==> src/rtl/cmd_sched_pkg.sv <==
package cmd_sched_pkg;
  typedef enum logic [1:0] {
    PICK_FIFO = 2'd0,
    PICK_HIT  = 2'd1,
    PICK_AGED = 2'd2
  } pick_kind_t;
endpackage

==> src/rtl/cmd_sched_queue.sv <==
// Compacting arrival-ordered store: slot 0 is always the oldest entry.
module cmd_sched_queue #(
  parameter int unsigned DEPTH  = 8,
  parameter int unsigned PAGE_W = 8,
  parameter int unsigned AGE_W  = 4,
  localparam int unsigned IDX_W  = (DEPTH > 1) ? $clog2(DEPTH) : 1,
  localparam int unsigned CNT_W  = $clog2(DEPTH + 1),
  localparam int unsigned AGE_CW = AGE_W + 1
) (
  input  logic              clk_i,
  input  logic              rst_ni,
  input  logic              push_i,
  input  logic              push_wr_i,
  input  logic [PAGE_W-1:0] push_page_i,
  input  logic              pop_i,
  input  logic [IDX_W-1:0]  pop_idx_i,
  input  logic              tick_i,
  output logic [CNT_W-1:0]  cnt_o,
  output logic              vld_o  [DEPTH],
  output logic              wr_o   [DEPTH],
  output logic [PAGE_W-1:0] page_o [DEPTH],
  output logic [AGE_CW-1:0] age_o  [DEPTH]
);
  localparam logic [AGE_CW-1:0] AGE_MAX = AGE_CW'(2 ** AGE_W);

  logic              wr_q   [DEPTH];
  logic [PAGE_W-1:0] page_q [DEPTH];
  logic [AGE_CW-1:0] age_q  [DEPTH];
  logic [CNT_W-1:0]  cnt_q, cnt_mid, cnt_d;

  logic              sh_wr   [DEPTH];
  logic [PAGE_W-1:0] sh_page [DEPTH];
  logic [AGE_CW-1:0] sh_age  [DEPTH];

  logic              wr_d   [DEPTH];
  logic [PAGE_W-1:0] page_d [DEPTH];
  logic [AGE_CW-1:0] age_d  [DEPTH];

  // close the gap left by the popped entry
  for (genvar g = 0; g < DEPTH; g++) begin : g_shift
    if (g < DEPTH - 1) begin : g_mid
      logic take_next;
      assign take_next  = pop_i && (IDX_W'(g) >= pop_idx_i);
      assign sh_wr[g]   = take_next ? wr_q[g+1]   : wr_q[g];
      assign sh_page[g] = take_next ? page_q[g+1] : page_q[g];
      assign sh_age[g]  = take_next ? age_q[g+1]  : age_q[g];
    end else begin : g_last
      assign sh_wr[g]   = wr_q[g];
      assign sh_page[g] = page_q[g];
      assign sh_age[g]  = age_q[g];
    end
  end

  always_comb begin
    cnt_mid = cnt_q - CNT_W'(pop_i);
    cnt_d   = cnt_mid + CNT_W'(push_i);
    for (int i = 0; i < DEPTH; i++) begin
      wr_d[i]   = sh_wr[i];
      page_d[i] = sh_page[i];
      age_d[i]  = (tick_i && sh_age[i] != AGE_MAX) ? sh_age[i] + 1'b1 : sh_age[i];
      if (push_i && CNT_W'(i) == cnt_mid) begin
        wr_d[i]   = push_wr_i;
        page_d[i] = push_page_i;
        age_d[i]  = '0;
      end
    end
  end

  always_ff @(posedge clk_i or negedge rst_ni) begin
    if (!rst_ni) begin
      cnt_q <= '0;
      for (int i = 0; i < DEPTH; i++) begin
        wr_q[i]   <= 1'b0;
        page_q[i] <= '0;
        age_q[i]  <= '0;
      end
    end else begin
      cnt_q <= cnt_d;
      for (int i = 0; i < DEPTH; i++) begin
        wr_q[i]   <= wr_d[i];
        page_q[i] <= page_d[i];
        age_q[i]  <= age_d[i];
      end
    end
  end

  always_comb begin
    cnt_o = cnt_q;
    for (int i = 0; i < DEPTH; i++) begin
      vld_o[i]  = CNT_W'(i) < cnt_q;
      wr_o[i]   = wr_q[i];
      page_o[i] = page_q[i];
      age_o[i]  = age_q[i];
    end
  end
endmodule

==> src/rtl/cmd_sched_pick.sv <==
// Priority: aged-out (oldest) > open-page write (oldest) > oldest.
module cmd_sched_pick
  import cmd_sched_pkg::*;
#(
  parameter int unsigned DEPTH  = 8,
  parameter int unsigned PAGE_W = 8,
  parameter int unsigned AGE_W  = 4,
  localparam int unsigned IDX_W  = (DEPTH > 1) ? $clog2(DEPTH) : 1,
  localparam int unsigned AGE_CW = AGE_W + 1
) (
  input  logic              vld_i  [DEPTH],
  input  logic              wr_i   [DEPTH],
  input  logic [PAGE_W-1:0] page_i [DEPTH],
  input  logic [AGE_CW-1:0] age_i  [DEPTH],
  input  logic [AGE_W-1:0]  limit_i,
  input  logic              open_vld_i,
  input  logic [PAGE_W-1:0] open_page_i,
  output logic              sel_vld_o,
  output logic [IDX_W-1:0]  sel_idx_o,
  output pick_kind_t        kind_o,
  output logic              any_aged_o,
  output logic              any_hit_o
);
  logic [DEPTH-1:0] aged, hit;

  for (genvar g = 0; g < DEPTH; g++) begin : g_flag
    assign aged[g] = vld_i[g] && (age_i[g] > {1'b0, limit_i});
    assign hit[g]  = vld_i[g] && wr_i[g] && open_vld_i && (page_i[g] == open_page_i);
  end

  logic [IDX_W-1:0] first_aged, first_hit;

  always_comb begin
    first_aged = '0;
    first_hit  = '0;
    for (int i = DEPTH - 1; i >= 0; i--) begin
      if (aged[i]) first_aged = IDX_W'(i);
      if (hit[i])  first_hit  = IDX_W'(i);
    end
  end

  assign any_aged_o = |aged;
  assign any_hit_o  = |hit;
  assign sel_vld_o  = vld_i[0];

  always_comb begin
    if (any_aged_o) begin
      sel_idx_o = first_aged;
      kind_o    = PICK_AGED;
    end else if (any_hit_o) begin
      sel_idx_o = first_hit;
      kind_o    = PICK_HIT;
    end else begin
      sel_idx_o = '0;
      kind_o    = PICK_FIFO;
    end
  end
endmodule

==> src/rtl/cmd_sched.sv <==
module cmd_sched
  import cmd_sched_pkg::*;
#(
  parameter int unsigned DEPTH  = 8,
  parameter int unsigned PAGE_W = 8,
  parameter int unsigned AGE_W  = 4
) (
  input  logic              clk_i,
  input  logic              rst_ni,
  input  logic              enq_valid_i,
  input  logic              enq_is_wr_i,
  input  logic [PAGE_W-1:0] enq_page_i,
  output logic              enq_ready_o,
  input  logic              refresh_tick_i,
  input  logic [AGE_W-1:0]  age_limit_i,
  output logic              iss_valid_o,
  input  logic              iss_ready_i,
  output logic              iss_is_wr_o,
  output logic [PAGE_W-1:0] iss_page_o
);
  localparam int unsigned IDX_W  = (DEPTH > 1) ? $clog2(DEPTH) : 1;
  localparam int unsigned CNT_W  = $clog2(DEPTH + 1);
  localparam int unsigned AGE_CW = AGE_W + 1;

  logic              q_vld  [DEPTH];
  logic              q_wr   [DEPTH];
  logic [PAGE_W-1:0] q_page [DEPTH];
  logic [AGE_CW-1:0] q_age  [DEPTH];
  logic [CNT_W-1:0]  q_cnt;

  logic              sel_vld;
  logic [IDX_W-1:0]  sel_idx;
  pick_kind_t        sel_kind;
  logic              any_aged, any_hit;

  logic              open_vld_q;
  logic [PAGE_W-1:0] open_page_q;
  logic [AGE_CW-1:0] iss_age;
  logic              push, pop;

  assign enq_ready_o = q_cnt < CNT_W'(DEPTH);
  assign push        = enq_valid_i && enq_ready_o;
  assign pop         = iss_valid_o && iss_ready_i;

  cmd_sched_queue #(.DEPTH(DEPTH), .PAGE_W(PAGE_W), .AGE_W(AGE_W)) queue_i (
    .clk_i       (clk_i),
    .rst_ni      (rst_ni),
    .push_i      (push),
    .push_wr_i   (enq_is_wr_i),
    .push_page_i (enq_page_i),
    .pop_i       (pop),
    .pop_idx_i   (sel_idx),
    .tick_i      (refresh_tick_i),
    .cnt_o       (q_cnt),
    .vld_o       (q_vld),
    .wr_o        (q_wr),
    .page_o      (q_page),
    .age_o       (q_age)
  );

  cmd_sched_pick #(.DEPTH(DEPTH), .PAGE_W(PAGE_W), .AGE_W(AGE_W)) pick_i (
    .vld_i       (q_vld),
    .wr_i        (q_wr),
    .page_i      (q_page),
    .age_i       (q_age),
    .limit_i     (age_limit_i),
    .open_vld_i  (open_vld_q),
    .open_page_i (open_page_q),
    .sel_vld_o   (sel_vld),
    .sel_idx_o   (sel_idx),
    .kind_o      (sel_kind),
    .any_aged_o  (any_aged),
    .any_hit_o   (any_hit)
  );

  assign iss_valid_o = sel_vld;
  assign iss_is_wr_o = q_wr[sel_idx];
  assign iss_page_o  = q_page[sel_idx];
  assign iss_age     = q_age[sel_idx];

  always_ff @(posedge clk_i or negedge rst_ni) begin
    if (!rst_ni) begin
      open_vld_q  <= 1'b0;
      open_page_q <= '0;
    end else if (pop) begin
      open_vld_q  <= 1'b1;
      open_page_q <= iss_page_o;
    end
  end
endmodule

==> config.mk <==
export PLATFORM = sky130hd
export DESIGN_NAME = cmd_sched
export DESIGN_NICKNAME = d
export VERILOG_FILES = /design/src/rtl/cmd_sched_pkg.sv /design/src/rtl/cmd_sched_queue.sv /design/src/rtl/cmd_sched_pick.sv /design/src/rtl/cmd_sched.sv
export SDC_FILE = /design/constraint.sdc
export NUM_CORES = 1
export LEC_CHECK = 0
export BUFFER_PORTS_ARGS = -buffer_cell sky130_fd_sc_hd__buf_2
export CAP_MARGIN = 20
export CORE_ASPECT_RATIO = 1.4
export CORE_MARGIN = 1.5
export CORE_UTILIZATION = 35
export CTS_BUF_LIST = sky130_fd_sc_hd__clkbuf_2
export DETAILED_ROUTE_END_ITERATION = 16
export GPL_ROUTABILITY_DRIVEN = 0
export SETUP_SLACK_MARGIN = 0.05
export SYNTH_ARGS = -nofsm -noshare
export SYNTH_HDL_FRONTEND = slang
export SYNTH_HIERARCHICAL = 1
export SYNTH_SLANG_ARGS = --single-unit
==> constraint.sdc <==
create_clock -name clk_i -period 4.7 [get_ports clk_i]
set_clock_uncertainty 0.05 [all_clocks]
set_input_delay 0.235 -clock clk_i [delete_from_list [all_inputs] [get_ports clk_i]]
set_output_delay 0.235 -clock clk_i [all_outputs]
set_load 0.01 [all_outputs]
==> impl_results.md <==
- ANT nets after route: 0
- Most common cell after layout, fill and taps aside: dfrtp_1
- Worst hold stages: 3
- Initial Util: 35.78%
- Crit path to: iss_is_wr_o
- Die ar.: about 29000 um2
- Leakage: roughly 4.6 nW
- Setup TNS: 0 ns
- I/O pin cnt: 29
- Reg2reg end: queue_i/age_o[26]
- Core Region: ~27000 um2
- Worst VDD drop: ~0.43 mV
- Reg2reg start: queue_i/age_o[16]
- PwrDens: 782.6 nW/um2
- CTS tree: built
- RSZ-0062 raised after global routing: yes
- Cell row count: between 70 and 80
- Fraction of layout cells with a size suffix above 1: between 20 and 30%
- Worst Path Buf+Inv: 2
- Routed via count: 7472
- Final Core Density: between 30% and 40%
- Vias per cell: about 5.4
- Final slew viol count: 0
- H-tree levels: 4
- Mapped Cells: between 900 and 1k
- Fmax: around 220 MHz
- Crit path cell chain: ha_1 -> nor2b_1 -> o211ai_1 -> a21oi_2 -> or2_4 -> nor2_1 -> nand3_1 -> o41ai_4 -> buf_6 -> mux4_2 -> mux2_2 -> buf_2
- Clock slew at reported path FFs: around 0.22 ns
- Initial DRC Count: roughly 360
- Hold Path Origin: enq_valid_i
- DR DRC count: 0
- GR Overflow Total: 0
- Max_cap viols: 0
- Max-slew headroom: 42.32%
- FF-to-FF setup slack: 0.32 ns
- Vias in the first global route: between 7k and 8k
- Cells on worst reg2reg path: 18
- Post-route cell area: between 10000 and 15000 um2
- Yosys warns: 6
- DR pass1 iterations: 4
- CP required: ~4.4 ns
- Die Width: approximately 140 um
- I/O Buffers: 28
- Most frequent cells in the layout: 115 x dfrtp_1, 113 x mux2_2, 77 x xnor2_1, 58 x mux2i_1, 56 x nor2_1
- Root Buffer: clkbuf_2
- Largest net degree at the start of global routing: between 90 and 100
- Class of the most critical setup path: reg2out
- Die height: between 150 and 200 um
- Clock buffer count from CTS: 17
- Top delay family on crit path: multiplexers
- Stages on worst setup path: 12
- Measured slew at the worst slew-check pin: 0.8652 ns
- Syn avg cell area: 10.17 um2
- CP peak stage delay: 0.55 ns
- Clock Sinks: around 130
- Synthesized area: roughly 9700 um2
- WL final: around 26 mm
- Slowest CP cell: mux4_2
- Synthesized Nets: 1022
- Tcrit/Tclk final: about 96%
- Crit path from: queue_i/age_o[16]
- Initial antenna violation count: 1
- Crit path DAT: 4.21 ns
- GRT Util Overall: between 10% and 20%
- Final nets: about 1.1k
- CP Launch Type: register
- CP Max Fanout: 4
- Status: complete, no violations
- Clock Latency Late Sink: approximately 0.77 ns
- Fin crit period: 4.495 ns
- Area grow syn2layout: 11.72%
- Detailed placer's ending HPWL: approximately 19 mm
- DP Area: ~10000 um2
- Critical Path End Type: output pin
- DR WL/cell: 18.93 um
- Global-route wire length before repair: 41.54 mm
- Fill cells: 2684
- Setup-failing EPs final: 0
- Clk buf depth: 2
- Hold Violations, Final: 0
- Worst min-delay path category: in2reg
[registers in the layout, indices dropped and copies added (netlist names)]
signal,count
queue_i/page_o,64
queue_i/wr_o,8
queue_i/age_o,40
open_vld_q,1
queue_i/cnt_o,4
open_page_q,8
[power breakdown]
| part | internal, mW | switching (mW) |
|---|---|---|
| sequential | 1.59 | 0.733 |
| combinational | 2.77 | 2.65 |
| clock | 0.253 | 0.484 |
| total | 4.61 | 3.87 |
[cell type report]
cell class / instances / area (um2) / share of cell area, %
diodes: 1 / 2.502 / 0.02311
well taps: 365 / 456.7 / 4.217
inverters: 44 / 165.2 / 1.525
clock buffers: 17 / 85.08 / 0.7856
clock inverters: 15 / 160.2 / 1.479
flip-flops and latches: 125 / 3141 / 29.00
multi-input cells: 732 / 6112 / 56.43
repair buffers: 94 / 708.2 / 6.539
[stage by stage]
step | power [mW] | instances | hold slack (ns) | setup slack, ns
floorplan | 6.121 | 953 | -0.1106 | 0.3101
global placement | 7.297 | 1331 | 0.3416 | 0.2183
detailed placement | 7.376 | 1331 | 0.3377 | 0.07119
CTS | 8.203 | 1376 | 0.002442 | 0.03881
global route | 9.102 | 1393 | 0.01132 | 0.03950
finish | 8.476 | 1393 | 0.05805 | 0.2051
[worst register-to-register path, delay by kind of cell (launching register included)]
kind | cells | cell delay (ns)
AOI/OAI and AO/OA | 5 | 1.15
muxes | 1 | 0.26
and+or+nand+nor | 9 | 1.61
buffers and inverters | 1 | 0.21
adders and majority gates | 2 | 0.55
DFF | 1 | 0.47
[metal layers]
metal	track usage (%)	wire, um
met1	22.28	11140
met2	34.69	13880
met3	2.505	692
met4	7.067	650
met5	0	0
[worst min-delay path by stage]
| stage | end | slack [ns] |
|---|---|---|
| after global routing | queue_i/cnt_o[0] | 0.01 |
| after floorplan | open_page_q[0] | -0.11 |
| after detailed placement | queue_i/page_o[1] | 0.34 |
| final | queue_i/cnt_o[0] | 0.06 |
| after global placement | queue_i/page_o[1] | 0.34 |
| after CTS | queue_i/cnt_o[0] | 0.002 |
[repair_timing]
action	CTS	global route
cloned	0	1
setup buffers	1	15
hold buffers	12	0
pin swaps	1	3
endpoints found under the hold margin	176	0
endpoints found under the setup margin	9	13
gates resized for setup	14	16
No activity file was read; power rests on OpenSTA's default activity.
